`config.mk`:
```
export PLATFORM = sky130hd
export DESIGN_NAME = rsp_evt_classifier
export DESIGN_NICKNAME = d
export VERILOG_FILES = /design/src/rtl/rsp_evt_pkg.sv /design/src/rtl/rsp_evt_decode.sv /design/src/rtl/rsp_miss_tracker.sv /design/src/rtl/rsp_evt_classifier.sv
export SDC_FILE = /design/constraint.sdc
export NUM_CORES = 1
export LEC_CHECK = 0
export BUFFER_PORTS_ARGS = -buffer_cell sky130_fd_sc_hd__buf_2
export CORE_UTILIZATION = 46
export CTS_CLUSTER_SIZE = 8
export DETAILED_ROUTE_END_ITERATION = 10
export PLACE_DENSITY = 0.79
export SLEW_MARGIN = 20
export SYNTH_ARGS = -nofsm -noshare
export SYNTH_HDL_FRONTEND = slang
export SYNTH_SLANG_ARGS = --single-unit
```
`constraint.sdc`:
```
create_clock -name clk -period 3.5 [get_ports clk]
set_input_delay 0.35 -clock clk [delete_from_list [all_inputs] [get_ports clk]]
set_output_delay 0.35 -clock clk [all_outputs]
set_load 0.1 [all_outputs]
```
`src/rtl/rsp_evt_pkg.sv`:
```
package rsp_evt_pkg;
    localparam logic [2:0] KIND_DATA   = 3'd0;
    localparam logic [2:0] KIND_XDATA  = 3'd1;
    localparam logic [2:0] KIND_ACK    = 3'd2;
    localparam logic [2:0] KIND_WBACK  = 3'd3;

    localparam logic [2:0] LS_LOAD_MISS = 3'd1;

    localparam int EV_XDATA     = 0;
    localparam int EV_PEER_DATA = 1;
    localparam int EV_DATA_ALL  = 2;
    localparam int EV_DATA      = 3;
    localparam int EV_ACK_LAST  = 4;
    localparam int EV_ACK       = 5;
    localparam int EV_WBACK     = 6;
    localparam int NUM_EV       = 7;

    typedef enum logic {
        TRK_IDLE = 1'b0,
        TRK_OPEN = 1'b1
    } trk_state_e;
endpackage

```
`src/rtl/rsp_evt_decode.sv`:
```
module rsp_evt_decode
    import rsp_evt_pkg::*;
#(
    parameter int ACKW = 6,
    parameter int PW   = 7
) (
    input  logic                   rsp_valid,
    input  logic [2:0]             rsp_kind,
    input  logic                   rsp_peer,
    input  logic [2:0]             line_state,
    input  logic signed [ACKW-1:0] rsp_acks,
    input  logic signed [PW-1:0]   pend_eff,
    output logic [NUM_EV-1:0]      evt,
    output logic                   err,
    output logic                   upd_en,
    output logic signed [PW-1:0]   pend_next
);
    localparam int EXTW = PW - ACKW;

    logic signed [PW-1:0] acks_ext;
    logic                 diff_zero;

    always_comb begin
        acks_ext  = signed'({{EXTW{rsp_acks[ACKW-1]}}, rsp_acks});
        pend_next = pend_eff - acks_ext;
        diff_zero = (pend_next == '0);
    end

    always_comb begin
        evt    = '0;
        err    = 1'b0;
        upd_en = 1'b0;
        if (rsp_valid) begin
            unique case (rsp_kind)
                KIND_XDATA: evt[EV_XDATA] = 1'b1;
                KIND_DATA: begin
                    if (rsp_peer && (line_state == LS_LOAD_MISS)) begin
                        evt[EV_PEER_DATA] = 1'b1;
                    end else begin
                        upd_en = 1'b1;
                        if (diff_zero) evt[EV_DATA_ALL] = 1'b1;
                        else           evt[EV_DATA]     = 1'b1;
                    end
                end
                KIND_ACK: begin
                    upd_en = 1'b1;
                    if (diff_zero) evt[EV_ACK_LAST] = 1'b1;
                    else           evt[EV_ACK]      = 1'b1;
                end
                KIND_WBACK: evt[EV_WBACK] = 1'b1;
                default:    err = 1'b1;
            endcase
        end
    end
endmodule

```
`src/rtl/rsp_miss_tracker.sv`:
```
module rsp_miss_tracker
    import rsp_evt_pkg::*;
#(
    parameter int AW = 16,
    parameter int PW = 7
) (
    input  logic                 clk,
    input  logic                 rst_n,
    input  logic                 alloc,
    input  logic [AW-1:0]        alloc_addr,
    input  logic                 alloc_dirty,
    input  logic                 free,
    input  logic [AW-1:0]        look_addr,
    input  logic                 upd_en,
    input  logic signed [PW-1:0] upd_val,
    output logic                 hit,
    output logic signed [PW-1:0] pend_eff,
    output logic                 busy,
    output logic [AW-1:0]        addr,
    output logic                 dirty,
    output logic signed [PW-1:0] pend
);
    trk_state_e           state_q, state_d;
    logic [AW-1:0]        addr_q;
    logic                 dirty_q;
    logic signed [PW-1:0] pend_q;

    always_ff @(posedge clk) begin
        if (!rst_n) state_q <= TRK_IDLE;
        else        state_q <= state_d;
    end

    always_comb begin
        state_d = state_q;
        unique case (state_q)
            TRK_IDLE: if (alloc) state_d = TRK_OPEN;
            TRK_OPEN: if (!alloc && free) state_d = TRK_IDLE;
            default:  state_d = TRK_IDLE;
        endcase
    end

    always_comb begin
        busy     = (state_q == TRK_OPEN);
        hit      = busy && (look_addr == addr_q);
        pend_eff = hit ? pend_q : '0;
        addr     = addr_q;
        dirty    = dirty_q;
        pend     = pend_q;
    end

    always_ff @(posedge clk) begin
        if (!rst_n) begin
            addr_q  <= '0;
            dirty_q <= 1'b0;
            pend_q  <= '0;
        end else if (alloc) begin
            addr_q  <= alloc_addr;
            dirty_q <= alloc_dirty;
            pend_q  <= '0;
        end else if (free) begin
            pend_q  <= '0;
        end else if (upd_en && hit) begin
            pend_q  <= upd_val;
        end
    end

    p_alloc_zero_r7: assert property (@(posedge clk) disable iff (!rst_n)
        alloc |=> (busy && pend_q == '0 && addr_q == $past(alloc_addr)));

    p_idle_zero_r8: assert property (@(posedge clk) disable iff (!rst_n)
        !busy |-> (pend_q == '0));

    p_hold_r6: assert property (@(posedge clk) disable iff (!rst_n)
        (!alloc && !free && !upd_en) |=> $stable(pend_q));

    p_miss_hold_r8: assert property (@(posedge clk) disable iff (!rst_n)
        (!alloc && !free && upd_en && !hit) |=> $stable(pend_q));
endmodule

```
`src/rtl/rsp_evt_classifier.sv`:
```
module rsp_evt_classifier
    import rsp_evt_pkg::*;
#(
    parameter int AW          = 16,
    parameter int MAX_SHARERS = 16,
    localparam int ACKW       = $clog2(MAX_SHARERS + 1) + 1,
    localparam int PW         = ACKW + 1
) (
    input  logic                   clk,
    input  logic                   rst_n,
    input  logic                   alloc_i,
    input  logic [AW-1:0]          alloc_addr_i,
    input  logic                   alloc_dirty_i,
    input  logic                   free_i,
    input  logic                   rsp_valid_i,
    input  logic [2:0]             rsp_kind_i,
    input  logic [AW-1:0]          rsp_addr_i,
    input  logic                   rsp_peer_i,
    input  logic signed [ACKW-1:0] rsp_acks_i,
    input  logic [2:0]             line_state_i,
    output logic                   evt_valid_o,
    output logic [NUM_EV-1:0]      evt_o,
    output logic                   err_o,
    output logic signed [PW-1:0]   pend_o,
    output logic                   trk_busy_o,
    output logic [AW-1:0]          trk_addr_o,
    output logic                   trk_dirty_o
);
    logic                 hit;
    logic signed [PW-1:0] pend_eff;
    logic signed [PW-1:0] pend_next;
    logic [NUM_EV-1:0]    evt_d, evt_q;
    logic                 err_d, err_q;
    logic                 upd_en;

    rsp_miss_tracker #(.AW(AW), .PW(PW)) u_trk (
        .clk        (clk),
        .rst_n      (rst_n),
        .alloc      (alloc_i),
        .alloc_addr (alloc_addr_i),
        .alloc_dirty(alloc_dirty_i),
        .free       (free_i),
        .look_addr  (rsp_addr_i),
        .upd_en     (upd_en),
        .upd_val    (pend_next),
        .hit        (hit),
        .pend_eff   (pend_eff),
        .busy       (trk_busy_o),
        .addr       (trk_addr_o),
        .dirty      (trk_dirty_o),
        .pend       (pend_o)
    );

    rsp_evt_decode #(.ACKW(ACKW), .PW(PW)) u_dec (
        .rsp_valid (rsp_valid_i),
        .rsp_kind  (rsp_kind_i),
        .rsp_peer  (rsp_peer_i),
        .line_state(line_state_i),
        .rsp_acks  (rsp_acks_i),
        .pend_eff  (pend_eff),
        .evt       (evt_d),
        .err       (err_d),
        .upd_en    (upd_en),
        .pend_next (pend_next)
    );

    always_ff @(posedge clk) begin
        if (!rst_n) begin
            evt_q <= '0;
            err_q <= 1'b0;
        end else begin
            evt_q <= evt_d;
            err_q <= err_d;
        end
    end

    always_comb begin
        evt_o       = evt_q;
        evt_valid_o = |evt_q;
        err_o       = err_q;
    end

    p_evt_onehot_r10: assert property (@(posedge clk) disable iff (!rst_n)
        evt_valid_o |-> ($countones(evt_o) == 1));

    p_quiet_r10: assert property (@(posedge clk) disable iff (!rst_n)
        !rsp_valid_i |=> (!evt_valid_o && !err_o));

    p_err_no_evt_r9: assert property (@(posedge clk) disable iff (!rst_n)
        (rsp_valid_i && rsp_kind_i[2]) |=> (err_o && evt_o == '0));

    p_xdata_r2: assert property (@(posedge clk) disable iff (!rst_n)
        (rsp_valid_i && rsp_kind_i == KIND_XDATA) |=> evt_o[EV_XDATA]);

    p_peer_r3: assert property (@(posedge clk) disable iff (!rst_n)
        (rsp_valid_i && rsp_kind_i == KIND_DATA && rsp_peer_i &&
         line_state_i == LS_LOAD_MISS) |=> evt_o[EV_PEER_DATA]);

    p_wback_r6: assert property (@(posedge clk) disable iff (!rst_n)
        (rsp_valid_i && rsp_kind_i == KIND_WBACK) |=> evt_o[EV_WBACK]);

    p_alloc_wins_r12: assert property (@(posedge clk) disable iff (!rst_n)
        (alloc_i && rsp_valid_i) |=> (pend_o == '0));
endmodule

```
==> results of run 1 <==
critical path, stage by stage (launching register included):
cell and delay (ps):
dfxtp_2 340, xor2_1 180, nor4_4 320, nand2_1 80
and4bb_2 370, nand2_1 80, ha_1 190, inv_1 70
fa_1 200, a211oi_1 110, or4_1 470, nand3_1 160
o31a_1 170, o21ai_2 80, nor2b_1 150
power by group through the flow:
stage / Combinational (W) / Sequential (W) / Clock (W)
after floorplan: 0.0000819 / 0.000506 / 0
after global placement: 0.000234 / 0.000409 / 0
after detailed placement: 0.000237 / 0.000409 / 0
after CTS: 0.000238 / 0.000402 / 0.000369
after global routing: 0.000251 / 0.000403 / 0.000395
final: 0.000236 / 0.000402 / 0.000362
worst max path at each step:
stage / start / endpoint / depth (start not counted)
floorplan: u_trk.addr[9] / evt_o[5] / 14
global placement: rsp_addr_i[0] / evt_o[5] / 15
detailed placement: rsp_addr_i[0] / evt_o[5] / 15
CTS: u_trk.addr[0] / evt_o[5] / 14
global route: u_trk.addr[0] / evt_o[5] / 12
finish: u_trk.addr[0] / evt_o[5] / 14
per-layer routing:
metal | part of all wire | up-vias | GRT usage
met2 | 0.48 | 53 | 0.354
met3 | 0.066 | 4 | 0.0651
li1 | - | 823 | -
met4 | 0.0093 | 0 | 0.0611
met1 | 0.44 | 717 | 0.236
met5 | 0 | - | 0
cells by family (layout without fill, tap and decap cells):
kind of cell	Yosys count	in the layout	share of synthesized area
and+or+nand+nor	78	78	0.276
DFF	33	33	0.366
muxes	21	21	0.117
xor gates and xnor gates	20	20	0.0972
AOI/OAI and AO/OA	15	15	0.0611
buffers and inverters	14	101	0.0298
adders and majority gates	7	7	0.0527
area by class of cell:
| type | count | area, um2 | share of cell area |
|---|---|---|---|
| Sequential cell | 33 | 668 | 0.280 |
| Clock inverter | 1 | 30.0 | 0.0126 |
| Tap cell | 48 | 60.1 | 0.0252 |
| Timing Repair Buffer | 84 | 420 | 0.176 |
| Clock buffer | 7 | 86.3 | 0.0362 |
| Inverter | 9 | 33.8 | 0.0142 |
| Multi-Input combinational cell | 141 | 1090 | 0.456 |
placed cells by master (no fill, tap or decap), types with 6 or more instances in the layout:
master and instances:
buf_2 84, mux2i_1 21, xnor2_1 8, nor2_1 15
dfxtp_1 27, clkbuf_8 6, dfxtp_2 6, xor2_1 12
and2_1 6, inv_1 9, ha_1 6, nor2b_1 22
per-stage QoR:
step | cell area [um2] | utilization | setup WS (ps) | power (W) | hold slack [ps]
3_5_place_dp | 2270 | 0.611 | 332 | 0.000647 | 504
3_3_place_gp | 2270 | 0.611 | 341 | 0.000643 | 494
5_1_grt | 2390 | 0.642 | 204 | 0.00105 | 267
6_report | 2390 | 0.642 | 449 | 0.000999 | 276
2_1_floorplan | 1810 | - | 61.6 | 0.000588 | 426
4_1_cts | 2390 | 0.642 | 432 | 0.00101 | 268
registers in the layout, indices dropped and copies added, names as in the netlist:
register and flops:
evt_o 7, err_o 1, u_trk.addr 16, u_trk.dirty 1, u_trk.busy 1, u_trk.pend 7
cells in the mapped netlist, drive strengths merged (3+ instances only):
cell type | count | area (um2)
o21ai | 4 | 23.8
nand2b | 4 | 25.0
nor2 | 15 | 56.3
xor2 | 12 | 105
nor3b | 4 | 30.0
dfxtp | 33 | 661
nor3 | 4 | 31.3
nor4 | 6 | 67.6
nand3 | 5 | 30.0
nand2 | 3 | 11.3
a211oi | 3 | 22.5
clkbuf | 4 | 15.0
inv | 9 | 33.8
xnor2 | 8 | 70.1
ha | 6 | 75.1
nor2b | 22 | 138
mux2i | 21 | 210
and2 | 6 | 37.5
==> results.yml, run 1 <==
run_status:
  outcome: "completed"
run:
  drv.max_cap_violation_count: 0
power_and_ir_drop:
  total_switching_power_w: 0.000307
  power_leakage_nw: 1.15
  power.share.sequential: 0.402
  vdd_ir_drop_max_v: 0.000357
  swShare: 0.307
  intPower_w: 0.000693
  share_comb_of_total_power: 0.236
  power_density_nw_per_um2: 419
  share_clk_of_total_power: 0.362
grt:
  gr-usage-all-layers: 0.203
  globalRouteOverflowTotal: 0
  antenna_found_initial: 0
  grt_pass1_wl_um: 6580
  maximum_number_of_pins_on_one_net_before_global_route_repair: 24
  grt_pass1_vias: 1545
min_path:
  holdPathStages: 2
  hold-path-endpoint: "evt_o[0]"
  worst_hold_startpoint: "rsp_kind_i[1]"
  hold_class: "input port to register"
timing:
  totalNegativeSetupSlack_ps: 0
  post_route_clock_period_utilization: 0.872
  final-max-slew-violation-count: 0
  tightest_slew_ps: 527
  min_period_ps: 3050
  timing.slew.headroom: 0.649
  final_hold_viol_count: 0
  rsz0062_at_grt: "no"
  max_freq_mhz: 328
  fin_worst_skew_ps: 7.36
  finalSetupViolCount: 0
routing:
  detail_route.wl_per_cell_um: 12.0
  firstDrtPassIters: 4
  postRouteAntennaNets: 0
  route.detailed.drc: 0
  total_wirelength_um: 3860
  via_count: 1597
  vias_per_cell: 4.94
  drt_iter0_markers: 72
yosys:
  post_synth_instance_area_um2: 1800
  postSynth.asyncResetShare: 0
  synth.avg_cell_area_um2: 9.59
  sequential_area_share_after_synthesis: 0.366
  yosysWarnings: 0
  synth_ff_type: "dfxtp_1"
  syn_inst: 188
  synth_edf_count: 0
  post_synthesis_net_count: 246
  synth.ff_latch_count: 33
  synthDistinctLibCells: 38
critical_path:
  required_ps: 3680
  r2r_cells: 14
  reg2reg_setup_slack_ps: 450
  cp-start-kind: "register"
  cp-end-kind: "register"
  r2r-end: "evt_o[5]"
  worst_ep_arrival_time_ps: 3230
  reg2reg_start: "u_trk.addr[0]"
  worstSetupPathType: "register to register"
  worstPathMaxFanout: 6
clocking:
  tritoncts: "yes"
  clock_tree.htree_level_count: 2
  cts-hold-fix-buffers: 0
  cts.sinks: 33
  cts.clk_slew.worst_paths_ps: 70
  cts_made_buffers: 5
  cts.repair.resized: 0
  post-cts-setup-buffer-count: 0
  cts_root_buffer: "clkbuf_8"
  buffers_from_clock_root_to_sink_at_most: 2
  clkLatencyLatePin_ps: 280
floorplan:
  initial_utilization: 0.485
  floorplan.die_area_um2: 4170
  design.core.area_um2: 3720
  chipWidth_um: 64.6
  io_pins: 85
  core.rowCount: 22
  vertical_extent_of_the_die_um: 64.6
placement:
  detailed_place_hpwl_um: 3140
  place.gp.congestion: 0.821
  cell_count_post_placement: 315
  port_buffers: 84
layout:
  nNetsFinal: 332
  finish.cell_count_without_fillers: 323
  layout-area-overhead-vs-synth_pct: 32.4
  n_fill_cell: 343
  number_of_diodes: 0
  drive_above_1_share: 0.378
No activity file was read; power rests on OpenSTA's default activity.
==> run 2, diff against run 1 <==
--- a/config.mk
+++ b/config.mk
@@ -5,7 +5,7 @@
 export SDC_FILE = /design/constraint.sdc
 export NUM_CORES = 1
 export LEC_CHECK = 0
-export BUFFER_PORTS_ARGS = -buffer_cell sky130_fd_sc_hd__buf_2
+export BUFFER_PORTS_ARGS = -buffer_cell sky130_fd_sc_hd__clkbuf_2
 export CORE_UTILIZATION = 46
 export CTS_CLUSTER_SIZE = 8
 export DETAILED_ROUTE_END_ITERATION = 10
==> run 2 against run 1 <==
Net effect: worst hold slack gained 5.4 ps; cell count stayed put; total power shrank 5.6%; global-route usage decreased by 0.34 points; critical path depth unchanged; largest cell class unchanged; highest routed layer unchanged.
==> results.yml, run 2 (synthesis gave the netlist of run 1 again) <==
clocking:
  buffers_from_clock_root_to_sink_at_most: 2
  cts.repair.resized: 0
  cts-hold-fix-buffers: 0
  clock_tree.htree_level_count: 2
  post-cts-setup-buffer-count: 0
  cts.clk_slew.worst_paths_ps: 70
  cts_root_buffer: "clkbuf_8"
  cts.sinks: 33
  tritoncts: "yes"
  clkLatencyLatePin_ps: 280
  cts_made_buffers: 5
timing:
  rsz0062_at_grt: "no"
  fin_worst_skew_ps: 9.40
  max_freq_mhz: 327
  tightest_slew_ps: 581
  post_route_clock_period_utilization: 0.873
  min_period_ps: 3060
  postLayoutSetupSlackWorst_ps: 445
  finalSetupViolCount: 0
  totalNegativeSetupSlack_ps: 0
  timing.slew.headroom: 0.613
  final_hold_viol_count: 0
  final-max-slew-violation-count: 0
floorplan:
  io_pins: 85
  floorplan.die_area_um2: 4170
  vertical_extent_of_the_die_um: 64.6
  core.rowCount: 22
  design.core.area_um2: 3720
  initial_utilization: 0.485
  chipWidth_um: 64.6
critical_path:
  worst_ep_arrival_time_ps: 3220
  worstSetupPathType: "register to register"
  critical_path.max_stage_delay_ps: 470
  critical-path-top-cell-by-count: "nand2_1"
  reg2reg_setup_slack_ps: 440
  r2r_cells: 14
  cp_cell_sequence: "xor2_1, nor4_4, nand2_1, and4bb_2, nand2_1, ha_1, inv_1, fa_1, a211oi_1, or4_1, nand3_1, o31a_1, o21ai_2, nor2b_1"
  cp-end-kind: "register"
  cp-start-kind: "register"
  r2r-end: "evt_o[3]"
  slowest_stage: "or4_1"
  worstPathMaxFanout: 6
  reg2reg_start: "u_trk.addr[0]"
  required_ps: 3670
  worstSetupStartpoint: "u_trk.addr[0]"
  crit_end: "evt_o[3]"
grt:
  gr-usage-all-layers: 0.200
  grt_pass1_wl_um: 6450
  maximum_number_of_pins_on_one_net_before_global_route_repair: 24
  antenna_found_initial: 0
  globalRouteOverflowTotal: 0
  grt_pass1_vias: 1556
routing:
  route.detailed.drc: 0
  total_wirelength_um: 3810
  firstDrtPassIters: 4
  detail_route.wl_per_cell_um: 11.8
  postRouteAntennaNets: 0
  via_count: 1607
  vias_per_cell: 4.98
  drt_iter0_markers: 94
layout:
  largest_register_ff_count: 16
  number_of_diodes: 0
  finish.cell_count_without_fillers: 323
  nNetsFinal: 332
  layout-area-overhead-vs-synth_pct: 31.6
  n_fill_cell: 358
  layout_common_cells: "clkbuf_2, dfxtp_1, nor2b_1"
  most_frequent_standard_cell_in_the_layout_excluding_fill_and_tap_cells: "clkbuf_2"
  final-seq-area_um2: 668
  drive_above_1_share: 0.382
  multi_input_area_um2: 1090
placement:
  detailed_place_hpwl_um: 3130
  port_buffers: 84
  cell_count_post_placement: 315
  place.gp.congestion: 0.809
  dp_worst_setup_slack_ps: 365
power_and_ir_drop:
  power_leakage_nw: 1.14
  p_total_w: 0.000943
  vdd_ir_drop_max_v: 0.000268
  power_density_nw_per_um2: 397
min_path:
  hold_class: "input port to register"
run_status:
  outcome: "completed"
run:
  drv.max_cap_violation_count: 0
## run 2: how the worst min path moves through the flow
stage                        from     endpoint  slack [ps]  depth (start not counted)
floorplan           rsp_kind_i[2]     evt_o[6]         430                          1
global placement      u_trk.dirty  u_trk.dirty         500                          2
detailed placement    u_trk.dirty  u_trk.dirty         510                          2
CTS                 rsp_kind_i[2]     evt_o[0]         270                          2
global route        rsp_kind_i[2]     evt_o[6]         290                          2
finish              rsp_kind_i[2]     evt_o[0]         280                          2
## run 2: area by class of cell
type | instances | area share
Sequential cell | 33 | 0.282
Clock buffer | 7 | 0.0406
Clock inverter | 1 | 0.00211
Multi-Input combinational cell | 141 | 0.459
Timing Repair Buffer | 84 | 0.177
Tap cell | 48 | 0.0253
Inverter | 9 | 0.0142
## run 2: per-layer routing
metal | global-route usage | vias to the layer above | wire length [um]
li1 | - | 821 | -
met1 | 0.237 | 722 | 1590
met2 | 0.334 | 58 | 1870
met3 | 0.0616 | 6 | 281
met4 | 0.0806 | 0 | 57
met5 | 0 | - | 0
## run 2: metrics by stage
stage          cell area (um2)  hold slack [ps]  utilization
5_1_grt                   2370              289        0.638
3_5_place_dp              2270              509        0.611
2_1_floorplan             1810              426            -
4_1_cts                   2370              275        0.638
6_report                  2370              281        0.638
3_3_place_gp              2270              500        0.611
## run 2: power breakdown
| part | internal [W] | switching [W] |
|---|---|---|
| clock | 0.000177 | 0.000128 |
| combinational | 0.0000701 | 0.000165 |
| sequential | 0.000390 | 0.0000117 |
| total | 0.000638 | 0.000305 |
## run 2: critical path, delay by kind of cell (launching register included)
family                   cells  cell delay [ps]
AND/OR/NAND/NOR              7             1610
adder cells (fa/ha/maj)      2              390
AO/OA/AOI/OAI                3              360
flip-flops                   1              340
XOR/XNOR                     1              180
buffers and inverters        1               70
